**src/rtl/bxl_pkg.sv**
```systemverilog
package bxl_pkg;
  localparam int WORD_W  = 32;
  localparam int LEN_LSB = 17;
  localparam int LEN_MSB = 27;
  localparam int LEN_W   = LEN_MSB - LEN_LSB + 1;

  typedef logic [WORD_W-1:0] word_t;
  typedef logic [LEN_W-1:0]  lenmask_t;

  // length field of a tag word, aligned to address bits 27:17
  function automatic lenmask_t len_of(word_t tag);
    return tag[12:2];
  endfunction

  // tag word as stored after a write
  function automatic word_t trim_tag(word_t v);
    return {v[31:28], v[27:17] & ~len_of(v), 4'b0000, v[12:0]};
  endfunction

  // map word after its companion tag word is written
  function automatic word_t trim_map(word_t m, lenmask_t msk);
    return {m[31:28], m[27:17] & ~msk, 10'b0, m[6:3], 1'b0, m[1:0]};
  endfunction
endpackage

```
**src/rtl/bxl_bank.sv**
```systemverilog
module bxl_bank
  import bxl_pkg::*;
#(
  parameter int ENTRIES = 4,
  localparam int IDX_W = (ENTRIES > 1) ? $clog2(ENTRIES) : 1
) (
  input  logic                          clk,
  input  logic                          rst_n,
  input  logic                          wr_en,
  input  logic [IDX_W-1:0]              wr_idx,
  input  logic                          wr_upper,
  input  word_t                         wr_data,
  output logic [ENTRIES-1:0][WORD_W-1:0] tag_q,
  output logic [ENTRIES-1:0][WORD_W-1:0] map_q
);
  logic [ENTRIES-1:0][WORD_W-1:0] tag_d, map_d;
  logic [ENTRIES-1:0]             ent_en;

  for (genvar i = 0; i < ENTRIES; i++) begin : g_ent
    always_comb begin
      ent_en[i] = wr_en && (wr_idx == IDX_W'(i));
      if (wr_upper) begin
        tag_d[i] = trim_tag(wr_data);
        map_d[i] = trim_map(map_q[i], len_of(wr_data));
      end else begin
        tag_d[i] = tag_q[i];
        map_d[i] = wr_data;
      end
    end

    always_ff @(posedge clk or negedge rst_n) begin
      if (!rst_n) begin
        tag_q[i] <= '0;
        map_q[i] <= '0;
      end else if (ent_en[i]) begin
        tag_q[i] <= tag_d[i];
        map_q[i] <= map_d[i];
      end
    end

    // stored tag never holds base bits under its own length field
    p_tag_trim_r8: assert property (@(posedge clk) disable iff (!rst_n)
      (tag_q[i][27:17] & tag_q[i][12:2]) == '0);

    // map word scrubbed under the new length, permission bits kept
    p_map_trim_r8: assert property (@(posedge clk) disable iff (!rst_n)
      (ent_en[i] && wr_upper) |=>
        ((map_q[i][27:17] & tag_q[i][12:2]) == '0) &&
        (map_q[i][1:0] == $past(map_q[i][1:0])) &&
        (map_q[i][16:7] == '0));
  end
endmodule

```
**src/rtl/bxl_match.sv**
```systemverilog
module bxl_match
  import bxl_pkg::*;
#(
  parameter int ENTRIES = 4
) (
  input  word_t                          ea,
  input  logic                           user,
  input  logic [ENTRIES-1:0][WORD_W-1:0] tag,
  output logic [ENTRIES-1:0]             usable
);
  logic [ENTRIES-1:0] unused_tag_bits;

  for (genvar i = 0; i < ENTRIES; i++) begin : g_cmp
    logic     hi_eq, mid_eq, priv_ok;
    lenmask_t msk;
    always_comb begin
      msk     = len_of(tag[i]);
      hi_eq   = (ea[31:28] == tag[i][31:28]);
      mid_eq  = ((ea[27:17] & ~msk) == tag[i][27:17]);
      priv_ok = user ? tag[i][0] : tag[i][1];
      usable[i] = hi_eq && mid_eq && priv_ok;
    end
    assign unused_tag_bits[i] = ^tag[i][16:13];
  end

  logic unused_ea;
  assign unused_ea = ^ea[16:0];
endmodule

```
**src/rtl/bxl_pick.sv**
```systemverilog
module bxl_pick
  import bxl_pkg::*;
#(
  parameter int ENTRIES = 4,
  localparam int IDX_W = (ENTRIES > 1) ? $clog2(ENTRIES) : 1
) (
  input  word_t                          ea,
  input  logic [ENTRIES-1:0]             usable,
  input  logic [ENTRIES-1:0][WORD_W-1:0] tag,
  input  logic [ENTRIES-1:0][WORD_W-1:0] map,
  output logic                           any,
  output logic [IDX_W-1:0]               way,
  output word_t                          pa,
  output logic                           rd_ok,
  output logic                           wr_ok
);
  word_t    sel_tag, sel_map;
  lenmask_t msk;

  always_comb begin
    any = 1'b0;
    way = '0;
    for (int i = ENTRIES - 1; i >= 0; i--) begin
      if (usable[i]) begin
        any = 1'b1;
        way = IDX_W'(i);
      end
    end
  end

  always_comb begin
    sel_tag = tag[way];
    sel_map = map[way];
    msk     = len_of(sel_tag);
    if (any) begin
      pa    = {sel_map[31:28], (ea[27:17] & msk) | sel_map[27:17],
               ea[16:12], 12'h000};
      rd_ok = sel_map[1] | sel_map[0];
      wr_ok = sel_map[1];
    end else begin
      pa    = '0;
      rd_ok = 1'b0;
      wr_ok = 1'b0;
    end
  end

  logic unused_sel;
  assign unused_sel = ^{sel_tag[31:13], sel_tag[1:0], sel_map[16:2], ea[31:28], ea[11:0]};
endmodule

```
**src/rtl/blk_xlate.sv**
```systemverilog
module blk_xlate
  import bxl_pkg::*;
#(
  parameter int ENTRIES = 4,
  localparam int IDX_W = (ENTRIES > 1) ? $clog2(ENTRIES) : 1
) (
  input  logic             clk,
  input  logic             rst_n,
  input  logic             cfg_we,
  input  logic             cfg_fetch_set,
  input  logic [IDX_W-1:0] cfg_idx,
  input  logic             cfg_upper,
  input  logic [31:0]      cfg_wdata,
  input  logic             req_valid,
  input  logic [31:0]      req_ea,
  input  logic             req_fetch,
  input  logic             req_write,
  input  logic             req_user,
  input  logic             xlat_ifetch_en,
  input  logic             xlat_data_en,
  output logic             rsp_valid,
  output logic             rsp_hit,
  output logic             rsp_miss,
  output logic             rsp_fault,
  output logic [31:0]      rsp_pa,
  output logic             rsp_rd_ok,
  output logic             rsp_wr_ok,
  output logic [IDX_W-1:0] rsp_way
);
  localparam int NSETS = 2;

  // reset: asserted asynchronously, released on the clock
  logic [1:0] rst_sync;
  logic       rst_int_n;
  always_ff @(posedge clk or negedge rst_n) begin
    if (!rst_n) rst_sync <= 2'b00;
    else        rst_sync <= {rst_sync[0], 1'b1};
  end
  assign rst_int_n = rst_sync[1];

  // banks: index 1 = instruction, index 0 = data
  logic [ENTRIES-1:0][WORD_W-1:0] set_tag [NSETS];
  logic [ENTRIES-1:0][WORD_W-1:0] set_map [NSETS];

  for (genvar s = 0; s < NSETS; s++) begin : g_set
    bxl_bank #(.ENTRIES(ENTRIES)) u_bank (
      .clk      (clk),
      .rst_n    (rst_int_n),
      .wr_en    (cfg_we && (cfg_fetch_set == s[0])),
      .wr_idx   (cfg_idx),
      .wr_upper (cfg_upper),
      .wr_data  (cfg_wdata),
      .tag_q    (set_tag[s]),
      .map_q    (set_map[s])
    );
  end

  logic [ENTRIES-1:0][WORD_W-1:0] cur_tag, cur_map;
  logic [ENTRIES-1:0]             usable;
  logic                           any;
  logic [IDX_W-1:0]               way;
  word_t                          pick_pa;
  logic                           pick_rd, pick_wr;
  logic                           bypass;

  assign cur_tag = set_tag[req_fetch];
  assign cur_map = set_map[req_fetch];
  assign bypass  = req_fetch ? !xlat_ifetch_en : !xlat_data_en;

  bxl_match #(.ENTRIES(ENTRIES)) u_match (
    .ea     (req_ea),
    .user   (req_user),
    .tag    (cur_tag),
    .usable (usable)
  );

  bxl_pick #(.ENTRIES(ENTRIES)) u_pick (
    .ea     (req_ea),
    .usable (usable),
    .tag    (cur_tag),
    .map    (cur_map),
    .any    (any),
    .way    (way),
    .pa     (pick_pa),
    .rd_ok  (pick_rd),
    .wr_ok  (pick_wr)
  );

  // next-state of the response
  logic             hit_d, miss_d, fault_d, rd_d, wr_d;
  word_t            pa_d;
  logic [IDX_W-1:0] way_d;

  always_comb begin
    hit_d = 1'b0; miss_d = 1'b0; fault_d = 1'b0;
    rd_d  = 1'b0; wr_d   = 1'b0; pa_d    = '0; way_d = '0;
    if (bypass) begin
      hit_d = 1'b1;
      rd_d  = 1'b1;
      wr_d  = 1'b1;
      pa_d  = {req_ea[31:12], 12'h000};
    end else if (any) begin
      hit_d   = 1'b1;
      rd_d    = pick_rd;
      wr_d    = pick_wr;
      pa_d    = pick_pa;
      way_d   = way;
      fault_d = req_write ? !pick_wr : !pick_rd;
    end else begin
      miss_d  = 1'b1;
    end
  end

  always_ff @(posedge clk or negedge rst_int_n) begin
    if (!rst_int_n) rsp_valid <= 1'b0;
    else            rsp_valid <= req_valid;
  end

  always_ff @(posedge clk or negedge rst_int_n) begin
    if (!rst_int_n) begin
      rsp_hit   <= 1'b0;
      rsp_miss  <= 1'b0;
      rsp_fault <= 1'b0;
      rsp_rd_ok <= 1'b0;
      rsp_wr_ok <= 1'b0;
      rsp_pa    <= '0;
      rsp_way   <= '0;
    end else if (req_valid) begin
      rsp_hit   <= hit_d;
      rsp_miss  <= miss_d;
      rsp_fault <= fault_d;
      rsp_rd_ok <= rd_d;
      rsp_wr_ok <= wr_d;
      rsp_pa    <= pa_d;
      rsp_way   <= way_d;
    end
  end

  // one response strobe per request, one cycle later
  p_latency_r11: assert property (@(posedge clk) disable iff (!rst_int_n)
    req_valid |=> rsp_valid);
  p_no_spur_r11: assert property (@(posedge clk) disable iff (!rst_int_n)
    !req_valid |=> !rsp_valid);

  // exactly one of hit/miss, and a miss carries nothing
  p_outcome_r10: assert property (@(posedge clk) disable iff (!rst_int_n)
    rsp_valid |-> $onehot({rsp_hit, rsp_miss}));
  p_miss_quiet_r10: assert property (@(posedge clk) disable iff (!rst_int_n)
    (rsp_valid && rsp_miss) |-> (!rsp_rd_ok && !rsp_wr_ok && !rsp_fault && rsp_pa == '0));

  // write right implies read right; fault matches the access kind
  p_rw_rd_r6: assert property (@(posedge clk) disable iff (!rst_int_n)
    (rsp_valid && rsp_wr_ok) |-> rsp_rd_ok);
  p_fault_r6: assert property (@(posedge clk) disable iff (!rst_int_n)
    (req_valid && !bypass && any) |=>
      (rsp_fault == ($past(req_write) ? !rsp_wr_ok : !rsp_rd_ok)));

  // bypass returns the page of the effective address with full rights
  p_bypass_r7: assert property (@(posedge clk) disable iff (!rst_int_n)
    (req_valid && bypass) |=>
      (rsp_hit && rsp_rd_ok && rsp_wr_ok && !rsp_fault &&
       rsp_pa == {$past(req_ea[31:12]), 12'h000}));

  // page offset never leaks into the physical address
  p_pa_low_r5: assert property (@(posedge clk) disable iff (!rst_int_n)
    rsp_valid |-> (rsp_pa[11:0] == 12'h000));

  // winner is usable and no lower entry is usable
  p_lowest_r9: assert property (@(posedge clk) disable iff (!rst_int_n)
    any |-> (usable[way] &&
             ((usable & ((ENTRIES'(1) << way) - ENTRIES'(1))) == '0)));

  logic unused_ea;
  assign unused_ea = ^req_ea[11:0];
endmodule

```
**config.mk**
```make
export PLATFORM = sky130hd
export DESIGN_NAME = blk_xlate
export DESIGN_NICKNAME = d
export VERILOG_FILES = /design/src/rtl/bxl_pkg.sv /design/src/rtl/bxl_bank.sv /design/src/rtl/bxl_match.sv /design/src/rtl/bxl_pick.sv /design/src/rtl/blk_xlate.sv
export SDC_FILE = /design/constraint.sdc
export NUM_CORES = 1
export LEC_CHECK = 0
export CAP_MARGIN = 15
export CORE_MARGIN = 1
export CORE_UTILIZATION = 35
export CTS_CLUSTER_SIZE = 30
export DETAILED_ROUTE_END_ITERATION = 7
export GPL_TIMING_DRIVEN = 0
export PLACE_DENSITY_LB_ADDON = 0.2
export SETUP_SLACK_MARGIN = 0.5
export SLEW_MARGIN = 20
export SYNTH_ARGS = -nofsm -noshare
export SYNTH_HDL_FRONTEND = slang
export SYNTH_HIERARCHICAL = 1
export SYNTH_SLANG_ARGS = --single-unit
```
**constraint.sdc**
```tcl
create_clock -name clk -period 34.9 [get_ports clk]
set_input_delay 6.98 -clock clk [delete_from_list [all_inputs] [get_ports clk]]
set_output_delay 6.98 -clock clk [all_outputs]
set_load 0.01 [all_outputs]
```
==> results of run 1 <==
==> through the flow <==
step / instance area, µm² / utilization / hold WS (ns)
after floorplan: 20300 / - / 0.331
after global placement: 22200 / 0.391 / 0.337
after detailed placement: 22400 / 0.394 / 0.336
after CTS: 23900 / 0.421 / 0.349
after global routing: 23900 / 0.421 / 0.349
final: 23900 / 0.421 / 0.345
==> layout make-up <==
type                            count  area (µm²)  share of cell area
Antenna cell                        1        2.50            0.000105
Clock buffer                       71        1400              0.0583
Timing Repair Buffer              103        1150              0.0480
Sequential cell                   402       10100               0.421
Multi-Input combinational cell   1271        9380               0.392
Tap cell                          756         946              0.0395
Buffer                            152         860              0.0359
Inverter                            4        15.0            0.000627
Clock inverter                     13         125             0.00523
==> path summary, 6_finish.rpt <==
path                                              end  slack, ns  depth (start not counted)
max reg2reg                                rsp_pa[15]      30.39                         13
min                        g_set[1].u_bank/map_q[113]       0.35                          0
min reg2reg                g_set[1].u_bank/map_q[113]       0.35                          0
max                                        rsp_pa[15]      23.35                         16
min in group clk                          rst_sync[1]       0.35                          0
max in group asynchronous                 rst_sync[1]      28.18                          1
==> critical path: stages <==
cell and delay, ns:
buf_6 0.12, clkbuf_1 0.35, buf_2 0.41, mux2_2 0.42
nor2b_1 0.23, xnor2_1 0.18, nand4_1 0.17, nor4_2 1.02
buf_2 0.42, nor4_2 0.14, inv_1 0.15, buf_2 0.26
clkbuf_1 0.33, buf_1 0.49, nand3_1 0.14, a31oi_1 0.22
==> flip-flops by register name, indices dropped and copies added, names as in the netlist <==
register            cells
rst_sync                2
rsp_rd_ok               1
g_set.u_bank/map_q    136
rsp_miss                1
rsp_valid               1
rsp_fault               1
rsp_wr_ok               1
rsp_hit                 1
rsp_pa                 32
g_set.u_bank/tag_q    224
rsp_way                 2
==> metal layers <==
metal / global-route usage / vias up
met2: 0.385 / 442
met4: 0.0757 / 0
met5: 0 / -
met3: 0.0333 / 107
met1: 0.307 / 7503
li1: - / 6630
==> power breakdown <==
group | leakage [nW] | internal, W | total (W) | switching [W]
clock network | 0.754 | 0.000290 | 0.000490 | 0.000201
registers | 5.09 | 0.000552 | 0.000594 | 0.0000421
logic | 4.58 | 0.000132 | 0.000262 | 0.000130
total | 10.4 | 0.000973 | 0.00135 | 0.000373
==> flow_metrics.tcl, run 1 <==
set metrics [dict create \
    ys_warn_count 6 \
    netlist_area_um2 20300 \
    setup_viol 0 \
    antenna_left 0 \
    place_hpwl_mm 50.5 \
    fp.coreArea_um2 56800 \
    dr_wl_met2_mm 32.5 \
    grt_antenna_before_repair 3 \
    cp-end-kind "flip-flop" \
    final_common_cell "dfrtp_1" \
    root_buffer "clkbuf_16" \
    rsz0062_at_grt "no" \
    grt_overflow 0 \
    routed.top_layer "met4" \
    drc 0 \
    htreeDepth 2 \
    crit_path_start "req_fetch" \
    dr_total_vias 14700 \
    min_path_type "flip-flop to async pin" \
    cp_max_fo 10 \
    dieArea_um2 58900 \
    start_kind "primary input" \
    area_growth_pct 18.1 \
    drt-initial-drc-count 999 \
    slew_headroom 0.206 \
    place_ws_ns 22.94 \
    fin_crit_ns 11.55 \
    initial_core_util 0.357 \
    status "finished clean" \
    dp_cells 2688 \
    final_nets 2058 \
    ir_drop_uv 32.1 \
    dr_wl_met3_mm 3.62 \
    hold_viol_final 0 \
    cts_max_path_buffers 3 \
    instances_no_fill 2773 \
    dieWidth_um 243 \
    arrival_ns 12.05 \
    layout_common_cells "401 x dfrtp_1, 352 x mux2_2, 287 x nand2_1" \
    routed_wl_mm 67.5 \
    p_total_w 0.00135 \
    cts_made_buffers 47 \
    wl_per_cell_um 24.3 \
    synth_cells 1818 \
    postCtsHoldBufs 0 \
    cts_setup_buffers 0 \
    path_clk_slew_ns 0.06 \
    io_buffers 95 \
    cts.sink_count 402 \
    fin_crit_sh 0.331 \
    clock_latency_ns 0.59 \
    clock.fmax_mhz 86.6 \
    leakage_nw 10.4 \
    met1_length_mm 29.4 \
    vias_per_cell 5.29 \
    crit_type "primary input to flip-flop" \
    worstPathRequired_ns 35.40 \
    grtUsageTotal 0.231 \
    row_count 87 \
    avgSynthCellArea_um2 11.1 \
    grt_pass1_vias 15300 \
    num-fill-cells 5483 \
    cts_tree "done" \
    dr.pass1.iters 5 \
    worstMarginPinSlew_ns 1.18 \
    maxCapViolCount 0 \
    grt_pass1_wl_mm 100 \
    drive_gt1_frac 0.289 \
    ctsResizeCount 0 \
    power_density_nw_per_um2 56.3 \
    report.final.slew_viol_count 0 \
    routabilityCongestion 0.898 \
    grt_max_degree 56 \
    fin_skew_ns 0.0284 \
    ioPinCount 117 \
    fin_tns_setup_ns 0 \
    worst_slack_ns 23.35 \
    worst_r2r_startpoint "g_set[1].u_bank/tag_q[42]" \
    die_h_um 243 \
]
No activity file was read; power rests on OpenSTA's default activity.
==> run 2: changes to the inputs <==
==> constraint.sdc (replaced) <==
create_clock -name clk -period 10.35 [get_ports clk]
set_input_delay 2.07 -clock clk [delete_from_list [all_inputs] [get_ports clk]]
set_output_delay 2.07 -clock clk [all_outputs]
set_load 0.01 [all_outputs]
==> run 2 against run 1 <==
  * Combinational power grew to 3.4 times the previous value
  * Clock-buffer cell count is 6 lower
  * Sequential share of layout area increased by 0.070 points
  * Setup slack got worse by 20 ns
  * Non-clock buffer count is the same
  * Total power rose to 3.3 times the previous value
  * Die area did not move
  * Routed wire length up 0.91%
  * Critical endpoint is now rsp_fault
==> flow_metrics.tcl, run 2 (synthesis gave the netlist of run 1 again) <==
set metrics [dict create \
    place_ws_ns 3.24 \
    slowest_delay_ns 0.91 \
    dieWidth_um 243 \
    crit_buf_inv 4 \
    drt-initial-drc-count 1100 \
    reg_top3 "g_set.u_bank/tag_q (224), g_set.u_bank/map_q (136), rsp_pa (32)" \
    clock.fmax_mhz 151 \
    rsz0062_at_grt "no" \
    path_clk_slew_ns 0.06 \
    grt_pass1_vias 15300 \
    ctsResizeCount 0 \
    drc 0 \
    status "finished clean" \
    ioPinCount 117 \
    grtUsageTotal 0.232 \
    power_density_nw_per_um2 189 \
    grt_antenna_before_repair 2 \
    fin_crit_ns 6.62 \
    regMostFlops "g_set.u_bank/tag_q" \
    layout_common_cells "401 x dfrtp_1, 352 x mux2_2, 287 x nand2_1" \
    fin_crit_sh 0.640 \
    fp.coreArea_um2 56800 \
    p_total_w 0.00451 \
    cts.sink_count 402 \
    ir_drop_uv 109 \
    grt_max_degree 57 \
    cp_max_fo 10 \
    largest_reg_flops 224 \
    slew_headroom 0.225 \
    io_buffers 95 \
    arrival_ns 7.10 \
    leakage_nw 10.4 \
    crit_family "simple AND/OR/NAND/NOR gates" \
    cpMaxStageDelayCell "nor4_2" \
    dr_total_vias 14800 \
    path_common_cell "buf_2" \
    min_path_type "flip-flop to async pin" \
    row_count 87 \
    routed_wl_mm 68.1 \
    dr.pass1.iters 5 \
    antenna_left 0 \
    clock_latency_ns 0.60 \
    wl_per_cell_um 24.6 \
    maxCapViolCount 0 \
    path_cells "buf_6 > clkbuf_1 > buf_2 > mux2_2 > nor2b_1 > xnor2_1 > nand4_1 > nor4_2 > buf_2 > and2b_1 > nand2_1 > o211a_1 > o22ai_1 > mux2i_1 > a22o_1" \
    start_kind "primary input" \
    worstPathRequired_ns 10.83 \
    postCtsHoldBufs 0 \
    hold_viol_final 0 \
    fin_tns_setup_ns 0 \
    root_buffer "clkbuf_16" \
    worstMarginPinSlew_ns 1.16 \
    crit_type "primary input to flip-flop" \
    fin_skew_ns 0.0306 \
    cts_tree "done" \
    die_h_um 243 \
    cts_setup_buffers 0 \
    grt_overflow 0 \
    final_common_cell "dfrtp_1" \
    setup_viol 0 \
    cp-end-kind "flip-flop" \
    initial_core_util 0.357 \
    dieArea_um2 58900 \
    place_hpwl_mm 50.9 \
    drive_gt1_frac 0.287 \
    htreeDepth 2 \
    report.final.slew_viol_count 0 \
    worst_slack_ns 3.73 \
    cts_made_buffers 46 \
    grt_pass1_wl_mm 101 \
    vias_per_cell 5.33 \
    final_nets 2057 \
    dp_cells 2688 \
    area_growth_pct 17.9 \
    cts_max_path_buffers 3 \
    routabilityCongestion 0.889 \
    instances_no_fill 2766 \
]
-- run 2: cell count changes in the layout (fill, tap and decap cells not counted) --
cell       change
buf_12         -2
buf_16         +2
clkbuf_16      -1
clkinv_8       +1
inv_6          -2
inv_16         +2
clkinv_2       -2
clkbuf_1       -1
clkbuf_8       -4
-- run 2: layout make-up --
class,count,area (µm²)
Antenna cell,1,2.50
Buffer,152,860
Clock buffer,65,1310
Clock inverter,12,154
Fill cell,5441,32900
Inverter,4,15.0
Multi-Input combinational cell,1271,9380
Sequential cell,402,10100
Tap cell,756,946
Timing Repair Buffer,103,1160
-- run 2: power by group --
group,internal (W),switching [W]
Sequential,0.00186,0.000141
Clock,0.000934,0.000685
Combinational,0.000444,0.000442
-- run 2: worst register-to-register path, cell delays in order (launching register included) --
cell	delay [ns]
dfrtp_1	0.38
mux2_2	0.30
nor2b_1	0.17
xnor2_1	0.25
nand4_1	0.20
nor4_2	0.91
buf_2	0.43
and2b_1	0.47
nand2_1	0.13
o211a_1	0.20
o22ai_1	0.57
mux2i_1	0.15
a22o_1	0.23
-- run 2: path summary, 6_finish.rpt --
check | depth (start not counted) | slack [ns] | end | start
min in group clk | 0 | 0.35 | rst_sync[1] | rst_sync[0]
max in group asynchronous | 1 | 8.57 | rst_sync[1] | rst_n
worst min-delay path | 0 | 0.21 | g_set[0].u_bank/map_q[127] | rst_sync[1]
worst max register to register | 12 | 5.85 | rsp_fault | g_set[1].u_bank/tag_q[41]
worst max-delay path | 15 | 3.73 | rsp_fault | req_fetch
worst min register to register | 0 | 0.21 | g_set[0].u_bank/map_q[127] | rst_sync[1]
-- run 2: stage by stage --
stage / hold WS, ns / area (µm²) / util
3_5_place_dp: 0.223 / 22400 / 0.395
5_1_grt: 0.237 / 23900 / 0.420
3_3_place_gp: 0.336 / 22200 / 0.391
2_1_floorplan: 0.331 / 20300 / -
4_1_cts: 0.231 / 23900 / 0.420
6_report: 0.214 / 23900 / 0.420
-- run 2: layer usage --
metal  share of wire  up-vias  GRT usage
met4           0.036        0     0.0901
met1            0.44     7582      0.311
met3           0.058      111     0.0362
li1                -     6607          -
met5               0        -          0
met2            0.47      456      0.375
==> run 3: changes to the inputs <==
==> constraint.sdc (replaced) <==
create_clock -name clk -period 6.6 [get_ports clk]
set_input_delay 1.32 -clock clk [delete_from_list [all_inputs] [get_ports clk]]
set_output_delay 1.32 -clock clk [all_outputs]
set_load 0.01 [all_outputs]
==> run 3 against run 2 <==
  * Non-clock buffer count up 1
  * Highest routed layer unchanged
  * First-iteration DRC count up 14%
  * Largest power group unchanged
  * Sequential power up 57%
  * Sequential share of layout area up 0.051 points
  * Via count up 0.13%
  * Routed wire length down 0.48%
  * Flip-flop and latch count unchanged
  * Combinational power up 57%
  * Setup slack worse by 2.9 ns
  * Clock power up 51%
  * Largest cell class unchanged
  * Core utilization down 0.051 points
==> flow_metrics.tcl, run 3 (synthesis gave the netlist of run 1 again) <==
set metrics [dict create \
    status "finished clean" \
    final_nets 2058 \
    row_count 87 \
    grt_pass1_wl_mm 101 \
    power_density_nw_per_um2 293 \
    grt_antenna_before_repair 3 \
    place_hpwl_mm 50.6 \
    dr_total_vias 14800 \
    combPwrFrac 0.199 \
    start_kind "primary input" \
    clock_latency_ns 0.60 \
    met2_usage 0.380 \
    dpl_cell_area_um2 22400 \
    die_h_um 243 \
    rsz0062_at_grt "no" \
    cts_max_path_buffers 3 \
    postCtsHoldBufs 0 \
    htreeDepth 2 \
    slew_headroom 0.242 \
    worst_r2r_startpoint "g_set[1].u_bank/tag_q[43]" \
    p_int_w 0.00502 \
    grt_util_met1 0.312 \
    cp_max_fo 10 \
    final_util 0.420 \
    cts_made_buffers 46 \
    arrival_ns 6.23 \
    routabilityCongestion 0.901 \
    dieWidth_um 243 \
    antenna_left 0 \
    multiInputGateArea_um2 9380 \
    vias_per_cell 5.33 \
    final_common_cell "dfrtp_1" \
    hold_viol_final 0 \
    ctsResizeCount 0 \
    io_buffers 95 \
    root_buffer "clkbuf_16" \
    grt_overflow 0 \
    gr-usage-met3 0.0334 \
    p_sw_w 0.00197 \
    largest_reg_flops 224 \
    drt-initial-drc-count 1254 \
    worst_slack_ns 0.862 \
    worstPathRequired_ns 7.09 \
    fin_tns_setup_ns 0 \
    cts_setup_buffers 0 \
    crit_path_start "req_fetch" \
    fp.coreArea_um2 56800 \
    ioPinCount 117 \
    area_growth_pct 17.7 \
    seq_area_um2 10100 \
    grt_max_degree 58 \
    reg_top3 "g_set.u_bank/tag_q (224), g_set.u_bank/map_q (136), rsp_pa (32)" \
    report.final.slew_viol_count 0 \
    dieArea_um2 58900 \
    fin_crit_ns 5.74 \
    cts_tree "done" \
    ir_drop_uv 235 \
    top_usage_layer "met2" \
    fin_crit_sh 0.869 \
    clock.fmax_mhz 174 \
    drc 0 \
    path_clk_slew_ns 0.06 \
    swShare 0.282 \
    wl_per_cell_um 24.4 \
    setup_viol 0 \
    routed_wl_mm 67.8 \
    fin_skew_ns 0.0192 \
    dr.pass1.iters 6 \
    cp-end-kind "flip-flop" \
    maxCapViolCount 0 \
    grtUsageTotal 0.231 \
    clkPwrFrac 0.351 \
    regMostFlops "g_set.u_bank/tag_q" \
    crit_type "primary input to flip-flop" \
    grt_pass1_vias 15100 \
    p_total_w 0.00698 \
    drive_gt1_frac 0.288 \
    seq_power_share 0.450 \
    layout_common_cells "401 x dfrtp_1, 352 x mux2_2, 287 x nand2_1" \
    min_path_type "flip-flop to async pin" \
    num-fill-cells 5492 \
    final_cell_area_um2 23900 \
    initial_core_util 0.357 \
    cts.sink_count 402 \
    leakage_nw 10.4 \
    place_ws_ns 0.418 \
    worstMarginPinSlew_ns 1.13 \
]
run 3: cell types whose count changed in the layout (fill, tap and decap cells not counted), sizes merged:
cell	change
buf	+1
bufinv	-2
clkbuf	+4
clkinv	+4
run 3: through the flow:
step,cells,hold WS (ns)
CTS,2772,0.294
detailed placement,2689,0.289
floorplan,1829,0.331
global placement,2680,0.337
global route,2772,0.319
finish,2773,0.269
run 3: final cells by class:
class	instances	share of cell area
clock inverter	14	0.00398
timing repair buffer	104	0.0490
antenna	1	0.000105
clock buffer	69	0.0561
inverter	4	0.000629
multi-input combinational	1271	0.393
tap	756	0.0396
buffer	152	0.0360
sequential	402	0.422
run 3: final timing paths:
check / end / slack (ns) / cells after the start
min in group clk: rst_sync[1] / 0.36 / 0
setup reg to reg: rsp_pa[15] / 2.14 / 13
max in group asynchronous: g_set[0].u_bank/tag_q[58] / 4.92 / 4
hold reg to reg: g_set[0].u_bank/map_q[127] / 0.27 / 0
hold / removal: g_set[0].u_bank/map_q[127] / 0.27 / 0
setup / recovery: rsp_pa[15] / 0.86 / 16
run 3: layer usage:
| metal | wire length, µm | vias to the layer above | part of all wire |
|---|---|---|---|
| met3 | 3780 | 100 | 0.056 |
| met5 | 0 | - | 0 |
| li1 | - | 6618 | - |
| met1 | 29800 | 7575 | 0.44 |
| met2 | 32200 | 482 | 0.48 |
| met4 | 2000 | 0 | 0.029 |
run 3: power by group through the flow:
stage               clock, W  sequential, W  combinational, W
finish               0.00245        0.00314           0.00139
global route         0.00263        0.00320           0.00150
CTS                  0.00252        0.00314           0.00140
detailed placement         0        0.00318           0.00139
global placement           0        0.00320           0.00130
floorplan                  0        0.00314          0.000936
run 3: critical path: stages:
cell and delay (ns):
buf_6 0.12, clkbuf_1 0.28, buf_2 0.39, mux2_2 0.43, nor2b_1 0.16, xnor2_1 0.19
nand4_1 0.17, nor4_2 1.00, buf_2 0.42, nor4_2 0.14, inv_1 0.15, buf_2 0.27
clkbuf_1 0.34, buf_1 0.47, nand3_1 0.13, a31oi_1 0.22
